### src/rtl/lus_pkg.sv
package lus_pkg;
  typedef enum logic [1:0] {
    ST_IDLE,
    ST_WAIT_DL,
    ST_WAIT_ACT,
    ST_RST
  } lus_state_e;
endpackage

### src/rtl/lus_timer.sv
module lus_timer #(
  parameter int TW = 8
) (
  input  logic          clk_i,
  input  logic          rst_ni,
  input  logic          en_i,
  input  logic          load_i,
  input  logic [TW-1:0] load_val_i,
  input  logic          tick_i,
  output logic          expire_o
);
  logic [TW-1:0] cnt_q;

  always_ff @(posedge clk_i or negedge rst_ni) begin
    if (!rst_ni)                             cnt_q <= '0;
    else if (load_i)                         cnt_q <= load_val_i;
    else if (en_i && tick_i && cnt_q != '0)  cnt_q <= cnt_q - 1'b1;
  end

  assign expire_o = en_i && tick_i && (cnt_q == TW'(1));


  cnt_no_rise_chk: assert property (@(posedge clk_i) disable iff (!rst_ni)
    !load_i |=> (cnt_q <= $past(cnt_q)));
endmodule

### src/rtl/lus_attempts.sv
module lus_attempts #(
  parameter int ATTEMPTS = 3,
  parameter int AW = 2
) (
  input  logic clk_i,
  input  logic rst_ni,
  input  logic clr_i,
  input  logic inc_i,
  output logic last_o
);
  logic [AW-1:0] cnt_q;

  always_ff @(posedge clk_i or negedge rst_ni) begin
    if (!rst_ni)     cnt_q <= '0;
    else if (clr_i)  cnt_q <= '0;
    else if (inc_i)  cnt_q <= cnt_q + 1'b1;
  end

  assign last_o = (cnt_q == AW'(ATTEMPTS - 1));


  attempt_range_chk: assert property (@(posedge clk_i) disable iff (!rst_ni)
    cnt_q < AW'(ATTEMPTS));
endmodule

### src/rtl/lus_ctrl.sv
module lus_ctrl
  import lus_pkg::*;
#(
  parameter int WAIT_TICKS = 200,
  parameter int RST_TICKS  = 1,
  parameter int TW         = 8
) (
  input  logic          clk_i,
  input  logic          rst_ni,
  input  logic          start_i,
  input  logic          dl_up_i,
  input  logic          act_i,
  input  logic          expire_i,
  input  logic          last_i,
  output logic          timer_en_o,
  output logic          load_o,
  output logic [TW-1:0] load_val_o,
  output logic          att_clr_o,
  output logic          att_inc_o,
  output logic          port_rst_o,
  output logic          done_o,
  output logic          ok_o,
  output logic          fail_o
);
  lus_state_e state_q, state_d;
  logic done_d, ok_d, fail_d;

  always_comb begin
    state_d    = state_q;
    load_o     = 1'b0;
    load_val_o = TW'(WAIT_TICKS);
    att_clr_o  = 1'b0;
    att_inc_o  = 1'b0;
    done_d     = 1'b0;
    ok_d       = ok_o;
    fail_d     = fail_o;
    unique case (state_q)
      ST_IDLE: if (start_i) begin
        state_d   = ST_WAIT_DL;
        load_o    = 1'b1;
        att_clr_o = 1'b1;
        ok_d      = 1'b0;
        fail_d    = 1'b0;
      end
      ST_WAIT_DL: begin
        if (dl_up_i) begin
          state_d = ST_WAIT_ACT;
          load_o  = 1'b1;
        end else if (expire_i) begin
          state_d    = ST_RST;
          load_o     = 1'b1;
          load_val_o = TW'(RST_TICKS);
        end
      end
      ST_WAIT_ACT: begin
        if (act_i) begin
          state_d = ST_IDLE;
          done_d  = 1'b1;
          ok_d    = 1'b1;
        end else if (expire_i) begin
          state_d    = ST_RST;
          load_o     = 1'b1;
          load_val_o = TW'(RST_TICKS);
        end
      end
      ST_RST: if (expire_i) begin
        if (last_i) begin
          state_d = ST_IDLE;
          done_d  = 1'b1;
          fail_d  = 1'b1;
        end else begin
          state_d   = ST_WAIT_DL;
          load_o    = 1'b1;
          att_inc_o = 1'b1;
        end
      end
      default: state_d = ST_IDLE;
    endcase
  end

  always_ff @(posedge clk_i or negedge rst_ni) begin
    if (!rst_ni) begin
      state_q <= ST_IDLE;
      done_o  <= 1'b0;
      ok_o    <= 1'b0;
      fail_o  <= 1'b0;
    end else begin
      state_q <= state_d;
      done_o  <= done_d;
      ok_o    <= ok_d;
      fail_o  <= fail_d;
    end
  end

  assign timer_en_o = (state_q != ST_IDLE);
  assign port_rst_o = (state_q == ST_RST);


  done_pulse_chk: assert property (@(posedge clk_i) disable iff (!rst_ni)
    done_o |=> !done_o);

  result_excl_chk: assert property (@(posedge clk_i) disable iff (!rst_ni)
    done_o |-> (ok_o ^ fail_o));

  result_hold_chk: assert property (@(posedge clk_i) disable iff (!rst_ni)
    (state_q == ST_IDLE && !start_i) |=> ($stable(ok_o) && $stable(fail_o)));

  fail_after_rst_chk: assert property (@(posedge clk_i) disable iff (!rst_ni)
    $rose(fail_o) |-> $past(port_rst_o));

  ok_from_act_chk: assert property (@(posedge clk_i) disable iff (!rst_ni)
    $rose(ok_o) |-> ($past(act_i) && !port_rst_o));

  busy_ignore_chk: assert property (@(posedge clk_i) disable iff (!rst_ni)
    (state_q == ST_WAIT_DL && start_i && !dl_up_i && !expire_i) |=> (state_q == ST_WAIT_DL));
endmodule

### src/rtl/link_up_supervisor.sv
module link_up_supervisor #(
  parameter int WAIT_TICKS = 200,
  parameter int RST_TICKS  = 1,
  parameter int ATTEMPTS   = 3
) (
  input  logic clk_i,
  input  logic rst_ni,
  input  logic start_i,
  input  logic tick_i,
  input  logic dl_up_i,
  input  logic link_act_i,
  output logic port_rst_o,
  output logic done_o,
  output logic link_ok_o,
  output logic link_fail_o
);
  localparam int MAX_TICKS = (WAIT_TICKS > RST_TICKS) ? WAIT_TICKS : RST_TICKS;
  localparam int TW = $clog2(MAX_TICKS + 1);
  localparam int AW = (ATTEMPTS > 1) ? $clog2(ATTEMPTS) : 1;

  logic          timer_en, load, expire, att_clr, att_inc, last;
  logic [TW-1:0] load_val;

  lus_ctrl #(.WAIT_TICKS(WAIT_TICKS), .RST_TICKS(RST_TICKS), .TW(TW)) u_ctrl (
    .clk_i, .rst_ni, .start_i, .dl_up_i, .act_i(link_act_i),
    .expire_i(expire), .last_i(last),
    .timer_en_o(timer_en), .load_o(load), .load_val_o(load_val),
    .att_clr_o(att_clr), .att_inc_o(att_inc),
    .port_rst_o, .done_o, .ok_o(link_ok_o), .fail_o(link_fail_o)
  );

  lus_timer #(.TW(TW)) u_timer (
    .clk_i, .rst_ni, .en_i(timer_en), .load_i(load), .load_val_i(load_val),
    .tick_i, .expire_o(expire)
  );

  lus_attempts #(.ATTEMPTS(ATTEMPTS), .AW(AW)) u_att (
    .clk_i, .rst_ni, .clr_i(att_clr), .inc_i(att_inc), .last_o(last)
  );
endmodule

### config.mk
export PLATFORM = sky130hd
export DESIGN_NAME = link_up_supervisor
export DESIGN_NICKNAME = d
export VERILOG_FILES = /design/src/rtl/lus_pkg.sv /design/src/rtl/lus_timer.sv /design/src/rtl/lus_attempts.sv /design/src/rtl/lus_ctrl.sv /design/src/rtl/link_up_supervisor.sv
export SDC_FILE = /design/constraint.sdc
export NUM_CORES = 1
export LEC_CHECK = 0
export CAP_MARGIN = 20
export CORE_ASPECT_RATIO = 0.8
export CORE_MARGIN = 2
export CORE_UTILIZATION = 45
export DETAILED_ROUTE_END_ITERATION = 8
export PLACE_DENSITY = 0.65
export SYNTH_ARGS = -nofsm -noshare
export SYNTH_HDL_FRONTEND = slang
export SYNTH_SLANG_ARGS = --single-unit
export TNS_END_PERCENT = 100
### constraint.sdc
create_clock -name clk_i -period 3.8 [get_ports clk_i]
set_clock_uncertainty 0.1 [all_clocks]
set_input_delay 0.76 -clock clk_i [delete_from_list [all_inputs] [get_ports clk_i]]
set_output_delay 0.76 -clock clk_i [all_outputs]
set_load 0.03 [all_outputs]
==> metrics.md, run 1 <==
| Metric | Value |
|---|---|
| Outcome | `finished, final reports clean` |
| Worst path arrival time | `1750 ps` |
| Post-route worst hold slack | `451.6 ps` |
| RSZ-0062 raised after global routing | `no` |
| Portion of the post-synthesis area used by sequential elements | `35.63%` |
| Worst flop-to-flop path endpoint | `u_timer.cnt_q[6]$_DFFE_PN0P_` |
| Number of global-route vias before repair | `747` |
| Antenna violations before repair | `0` |
| Hold path depth | `2` |
| H-tree levels | `1` |
| Actual transition at the worst max-transition pin | `826.9 ps` |
| Max-cap violation count | `0` |
| Worst slew margin relative to its limit | `44.75%` |
| Mean Syn Cell Area | `10.03 um^2` |
| Clock period minus worst slack | `2606 ps` |
| Leak Pwr | `0.5012 nW` |
| Count of placed standard cells in the final layout, fillers left out | `142` |
| Total power density per cell area | `738.6 nW/um^2` |
| Reg2reg setup slack | `1580 ps` |
| WS Path Type | `flop to output pin` |
| Remaining DRCs | `0` |
| Detailed-router iteration count before antenna repair | `4` |
| Total standard cell area after synthesis | `1054 um^2` |
| Drt initial violations | `33` |
| Gr usage total | `17.54%` |
| Port Buffer Count | `9` |
| Wire length of the first global-routing pass | `3519 um` |
| Root buffer selected by CTS | `sky130_fd_sc_hd__clkbuf_4` |
| Combinational Power Share | `57.6%` |
| Async set-or-reset flop fraction in the synthesized netlist | `100.0%` |
| Post-detailed-route wirelength per cell | `14.26 um` |
| Post-detailed-routing wire length | `2025 um` |
| Die outline width | `58.10 um` |
| Worst slack after detailed placement | `1189 ps` |
| Hold Violations, Final | `0` |
| Detailed-route vias per instance | `5.789` |
| Highest clock rate | `383.7 MHz` |
| Commonest non-fill, non-tap cells in the layout | `15 x sky130_fd_sc_hd__dfrtp_1, 12 x sky130_fd_sc_hd__nor2_1, 9 x sky130_fd_sc_hd__a21oi_1, 9 x sky130_fd_sc_hd__clkdlybuf4s50_1, 8 x sky130_fd_sc_hd__ha_1` |
| Worst flop-to-flop path startpoint | `u_ctrl.state_q[0]$_DFFE_PN0P_` |
| Final setup violation count | `0` |
| Die H | `47.28 um` |
| Type of element capturing the critical path | `output pin` |
| Synthesis Warnings | `0` |
| Initial core utilization | `48.39%` |
| Number of buffers created by CTS | `3` |
| Predominant post-synthesis flop cell | `sky130_fd_sc_hd__dfrtp_1` |
| Count of cells along the worst register-to-register path | `6` |
| Data required time of the worst path | `2940 ps` |
| Count of pins over their slew limit | `0` |
| Total via count in the routed design | `822` |
| Remaining global-route overflow | `0` |
| Number of diodes | `0` |
| Core box area | `2177 um^2` |
| Total Neg Setup Slack | `0 ps` |
| Share of the core filled with cells in the final layout | `54.94%` |
| Synth cell types | `35` |
| Largest net degree at the start of global routing | `16` |
| Number of rows in the core area | `15` |
| Clock transition at the registers of the reported paths | `90 ps` |
| DIE AREA | `2746 um^2` |
| Layout Area Growth over Synthesis | `13.54%` |
| Syn_nets | `119` |
| Min-delay src | `u_ctrl.fail_o$_DFFE_PN0P_` |
| Largest vdd supply drop | `0.0003730 V` |
| Largest driver fanout on the critical path | `8` |
| Switching share of power | `46.09%` |
| Post-Synthesis Cells | `105` |
| Clock tree buffer depth | `2` |
| Clock network fraction of design power | `10.5%` |
| Number of buffers inserted for hold repair after clock tree synthesis | `0` |
| Count of antenna-violating nets left after detailed routing | `0` |
| Type of the tightest min-delay check | `flop to flop` |
| Number of sinks handled by clock tree synthesis | `15` |
| Placed cells | `138` |
| Resized cells post-CTS | `0` |
| Post-route setup slack | `1194 ps` |
| Ports | `10` |
| Share of the clock period used by the worst path after layout | `68.58%` |
| TritonCTS clock tree | `done` |
| Share of cells above drive strength 1 | `8.547%` |
| Int Pwr | `0.4763 mW` |
| Detailed placement HPWL | `1560 um` |
| Count of nets after finishing | `132` |
| Post-CTS Setup Repair Bufs | `0` |
| Fraction of power consumed by sequential logic | `31.9%` |
| Switching pwr | `0.4072 mW` |
| Count of flip-flops with a built-in enable after synthesis | `0` |
| Weighted congestion at the end of routability-driven global placement | `0.7896` |
| Clock latency of the later-clocked register in the worst-skew pair | `290 ps` |
| Endpoint of the worst hold-timing path | `u_ctrl.fail_o$_DFFE_PN0P_` |
| Count of state elements after synthesis | `15` |
| Startpoint type of the worst setup path | `flop` |
| Most common library cell in the layout ignoring fill and taps | `sky130_fd_sc_hd__dfrtp_1` |
-- state kept, by name, indices dropped and copies added (netlist names) --
| signal | cells |
|---|---|
| u_att.cnt_q | 2 |
| u_ctrl.done_o | 1 |
| u_ctrl.fail_o | 1 |
| u_ctrl.ok_o | 1 |
| u_ctrl.state_q | 2 |
| u_timer.cnt_q | 8 |
-- final cells by class --
| type | instances | area (um^2) |
|---|---|---|
| Inverter | 7 | 26.28 |
| Sequential cell | 15 | 375.4 |
| Multi-Input combinational cell | 82 | 646.9 |
| Tap cell | 25 | 31.28 |
| Fill cell | 207 | 980.9 |
| Timing Repair Buffer | 9 | 90.09 |
| Clock buffer | 4 | 26.28 |
-- synthesized netlist by cell type (all sizes together) (2+ instances only) --
cell type  count  area (um^2)
mux2i          6        60.06
nand2          5        18.77
a21oi          9        45.04
nor2          12        45.04
ha             8        100.1
a21o           2        15.01
nand3          4        20.02
dfrtp         15        375.4
nand4          2        27.53
xnor2          3        26.28
nor2b          4        25.02
nand2b         4        25.02
xor2           2        17.52
or4            3        26.27
a211oi         2        15.01
inv            7        26.28
-- per-stage QoR --
step / area (um^2) / total power [mW]
floorplan: 1054 / 0.6780
global placement: 1170 / 0.7863
detailed placement: 1170 / 0.7920
CTS: 1196 / 0.8916
global route: 1196 / 0.9606
finish: 1196 / 0.8835
-- cell families (layout without fill, tap and decap cells) --
group | count (synthesis) | after routing | share of synthesized area, %
buffers and inverters | 8 | 20 | 2.969
AOI/OAI and AO/OA | 23 | 23 | 19.00
muxes | 6 | 6 | 5.701
adders and majority gates | 8 | 8 | 9.502
DFF | 15 | 15 | 35.63
and+or+nand+nor | 40 | 40 | 23.04
xor gates and xnor gates | 5 | 5 | 4.158
-- worst max-delay path by stage --
stage	endpoint	from	slack, ps	cells past startpoint
2_1_floorplan	u_ctrl.state_q[0]$_DFFE_PN0P_	tick_i	1840	4
3_3_place_gp	u_timer.cnt_q[6]$_DFFE_PN0P_	tick_i	1200	5
3_5_place_dp	u_timer.cnt_q[3]$_DFFE_PN0P_	tick_i	1190	5
4_1_cts	port_rst_o	u_ctrl.state_q[0]$_DFFE_PN0P_	1200	2
5_1_grt	port_rst_o	u_ctrl.state_q[0]$_DFFE_PN0P_	1120	2
6_report	port_rst_o	u_ctrl.state_q[0]$_DFFE_PN0P_	1190	2
-- per-layer routing --
metal	share of wire, %	vias to the layer above	wire length (um)	global-route usage, %
met3	5.8	2	117	5.785
met5	0	-	0	0
li1	-	406	-	-
met1	51	388	1033	25.00
met4	1.2	0	25	5.581
met2	42	26	848	25.23
-- power by group through the flow --
stage	logic (mW)	registers (mW)	clock network, mW
2_1_floorplan	0.401	0.277	0
3_3_place_gp	0.502	0.284	0
3_5_place_dp	0.507	0.285	0
4_1_cts	0.511	0.282	0.0985
5_1_grt	0.567	0.291	0.103
6_report	0.509	0.281	0.0931
-- critical path: stages (launching register included) --
cell and delay, ps:
sky130_fd_sc_hd__dfrtp_1 420, sky130_fd_sc_hd__ha_1 320, sky130_fd_sc_hd__clkdlybuf4s50_1 720
No activity file was read; power rests on OpenSTA's default activity.
==> run 2: changes to the inputs <==
--- a/config.mk
+++ b/config.mk
@@ -10,7 +10,7 @@
 export CORE_MARGIN = 2
 export CORE_UTILIZATION = 45
 export DETAILED_ROUTE_END_ITERATION = 8
-export PLACE_DENSITY = 0.65
+export PLACE_DENSITY = 0.68
 export SYNTH_ARGS = -nofsm -noshare
 export SYNTH_HDL_FRONTEND = slang
 export SYNTH_SLANG_ARGS = --single-unit
==> constraint.sdc (replaced) <==
create_clock -name clk_i -period 2.17 [get_ports clk_i]
set_clock_uncertainty 0.1 [all_clocks]
set_input_delay 0.434 -clock clk_i [delete_from_list [all_inputs] [get_ports clk_i]]
set_output_delay 0.434 -clock clk_i [all_outputs]
set_load 0.03 [all_outputs]
==> run 2 against run 1 <==
  * Via count grew 4.0%
  * Utilization increased by 3.2 points
  * Die area did not move
  * Combinational power rose by 87%
  * Setup slack worse by 1000 ps
  * Largest cell class unchanged
==> metrics.md, run 2 (synthesis gave the netlist of run 1 again) <==
| Metric | Value |
|---|---|
| Outcome | `finished, final reports clean` |
| Fraction of power consumed by sequential logic | `30.8%` |
| Post-CTS Setup Repair Bufs | `0` |
| Worst flop-to-flop path startpoint | `u_ctrl.state_q[0]$_DFFE_PN0P_` |
| Count of nets after finishing | `141` |
| Highest clock rate | `498.8 MHz` |
| Commonest non-fill, non-tap cells in the layout | `15 x sky130_fd_sc_hd__dfrtp_1, 12 x sky130_fd_sc_hd__nor2_1, 9 x sky130_fd_sc_hd__a21oi_1, 9 x sky130_fd_sc_hd__buf_4` |
| Largest driver fanout on the critical path | `8` |
| Type of the tightest min-delay check | `input pin to asynchronous set/reset pin` |
| Detailed-route vias per instance | `5.662` |
| Weighted congestion at the end of routability-driven global placement | `0.8121` |
| Remaining global-route overflow | `0` |
| Critical-path cell with the highest stage delay | `sky130_fd_sc_hd__o41ai_1` |
| Share of the clock period used by the worst path after layout | `92.38%` |
| Clock network fraction of design power | `9.8%` |
| Count of cells along the worst register-to-register path | `6` |
| Detailed-router iteration count before antenna repair | `7` |
| Switching share of power | `45.32%` |
| Sequential cell area in the final layout | `375.4 um^2` |
| Gr usage total | `18.33%` |
| Count of antenna-violating nets left after detailed routing | `0` |
| Die outline width | `58.10 um` |
| RSZ-0062 raised after global routing | `no` |
| Most common library cell in the layout ignoring fill and taps | `sky130_fd_sc_hd__dfrtp_1` |
| Count of placed standard cells in the final layout, fillers left out | `151` |
| Die H | `47.28 um` |
| Max-cap violation count | `0` |
| Total via count in the routed design | `855` |
| Combinational Power Share | `59.3%` |
| Root buffer selected by CTS | `sky130_fd_sc_hd__clkbuf_4` |
| Port Buffer Count | `9` |
| Clock transition at the registers of the reported paths | `80 ps` |
| Wire length of the first global-routing pass | `3691 um` |
| Largest vdd supply drop | `0.0007825 V` |
| Largest registers | `u_timer.cnt_q: 8 flops, u_att.cnt_q: 2 flops, u_ctrl.state_q: 2 flops` |
| Register containing the most flip-flops in the final layout | `u_timer.cnt_q` |
| Placed cells | `147` |
| Total power density per cell area | `1264 nW/um^2` |
| Post-detailed-routing wire length | `2168 um` |
| H-tree levels | `1` |
| Worst path arrival time | `2090 ps` |
| Detailed placement HPWL | `1733 um` |
| TritonCTS clock tree | `done` |
| Drt initial violations | `22` |
| Actual transition at the worst max-transition pin | `606.6 ps` |
| DIE AREA | `2746 um^2` |
| Total Neg Setup Slack | `0 ps` |
| Number of buffers created by CTS | `3` |
| Reg2reg setup slack | `170 ps` |
| Hold Violations, Final | `0` |
| Share of cells above drive strength 1 | `15.08%` |
| Post-Route M1 WL | `1062 um` |
| Metal3 WL | `100 um` |
| Largest net degree at the start of global routing | `16` |
| Number of sinks handled by clock tree synthesis | `15` |
| CP cell instances | `inv_1, ha_1, nor2b_1, o41ai_1, a31oi_4, a211oi_1` |
| Type of element capturing the critical path | `flop` |
| Number of buffers inserted for hold repair after clock tree synthesis | `0` |
| Clock tree buffer depth | `2` |
| Clock latency of the later-clocked register in the worst-skew pair | `280 ps` |
| Max reg flops | `8` |
| Final setup violation count | `0` |
| Worst slew margin relative to its limit | `59.03%` |
| Count of pins over their slew limit | `0` |
| Clock period minus worst slack | `2005 ps` |
| Int Pwr | `0.8751 mW` |
| Core box area | `2177 um^2` |
| Highest metal layer with signal wires | `met3` |
| Data required time of the worst path | `2260 ps` |
| Number of diodes | `0` |
| Remaining DRCs | `0` |
| Initial core utilization | `48.39%` |
| Area used by multi-input combinational logic | `646.9 um^2` |
| Number of global-route vias before repair | `823` |
| Worst flop-to-flop path endpoint | `u_timer.cnt_q[1]$_DFFE_PN0P_` |
| Layout Area Growth over Synthesis | `20.19%` |
| Delay of the slowest critical-path stage | `520 ps` |
| Largest delay share family, worst path | `compound AO/OA/AOI/OAI gates` |
| Leak Pwr | `0.5642 nW` |
| Buf/Inv on CP | `1` |
| Number of rows in the core area | `15` |
| Antenna violations before repair | `0` |
| Post-detailed-route wirelength per cell | `14.36 um` |
| Routed wl met2 | `1004 um` |
| Startpoint type of the worst setup path | `flop` |
| Switching pwr | `0.7253 mW` |
| WS Path Type | `flop to flop` |
| FILL cells | `195` |
| Ports | `10` |
[run 2: per-stage QoR]
stage | hold slack (ps) | util, % | total power [mW] | instance area [um^2] | worst slack (ps)
final | 360.2 | 58.16 | 1.600 | 1266 | 165.3
after global routing | 380.0 | 58.16 | 1.739 | 1266 | 2.078
after CTS | 366.0 | 58.05 | 1.609 | 1264 | 52.28
after detailed placement | 439.1 | 56.84 | 1.444 | 1237 | 36.68
after global placement | 425.2 | 56.84 | 1.424 | 1237 | 73.88
after floorplan | 38.41 | - | 1.187 | 1054 | 230.4
[run 2: cell type report]
cell class,count,area share [%]
clock buffer,4,2.075
tap,25,2.470
multi-input combinational,82,51.09
inverter,7,2.075
timing repair buffer,18,12.65
sequential,15,29.64
[run 2: worst register-to-register path: cells and delay by family, from the launching register on]
kind	cells	cell delay, ps
AND/OR/NAND/NOR	1	180
flip-flops	1	400
buffers and inverters	1	100
AO/OA/AOI/OAI	3	880
adder cells (fa/ha/maj)	1	260
[run 2: power by group through the flow]
stage                     registers (mW)  logic (mW)  clock network (mW)
after floorplan                    0.484       0.703                   0
after global placement             0.493       0.931                   0
after detailed placement           0.497       0.948                   0
after CTS                          0.492       0.954               0.163
after global routing               0.508        1.06               0.175
final                              0.494       0.950               0.157
[run 2: how the worst max path moves through the flow]
stage                                             start                            end  slack, ps  depth (start not counted)
after floorplan           u_ctrl.state_q[0]$_DFFE_PN0P_   u_timer.cnt_q[0]$_DFFE_PN0P_        230                          5
after global placement                           tick_i  u_ctrl.state_q[0]$_DFFE_PN0P_         70                          5
after detailed placement                         tick_i   u_timer.cnt_q[6]$_DFFE_PN0P_         40                          5
after CTS                 u_ctrl.state_q[0]$_DFFE_PN0P_                     port_rst_o         50                          2
after global routing      u_ctrl.state_q[0]$_DFFE_PN0P_   u_timer.cnt_q[1]$_DFFE_PN0P_          2                          6
final                     u_ctrl.state_q[0]$_DFFE_PN0P_   u_timer.cnt_q[1]$_DFFE_PN0P_        170                          6
[run 2: timing repair]
| item | 4_1_cts | 5_1_grt |
|---|---|---|
| hold endpoints to repair | 0 | 0 |
| setup endpoints to repair | 0 | 1 |
| resized for setup | 0 | 1 |
[run 2: per-layer routing]
| metal | vias to the layer above | global-route usage (%) |
|---|---|---|
| li1 | 423 | - |
| met2 | 17 | 30.23 |
| met3 | 0 | 6.061 |
| met1 | 415 | 24.87 |
| met4 | 0 | 1.395 |
| met5 | - | 0 |
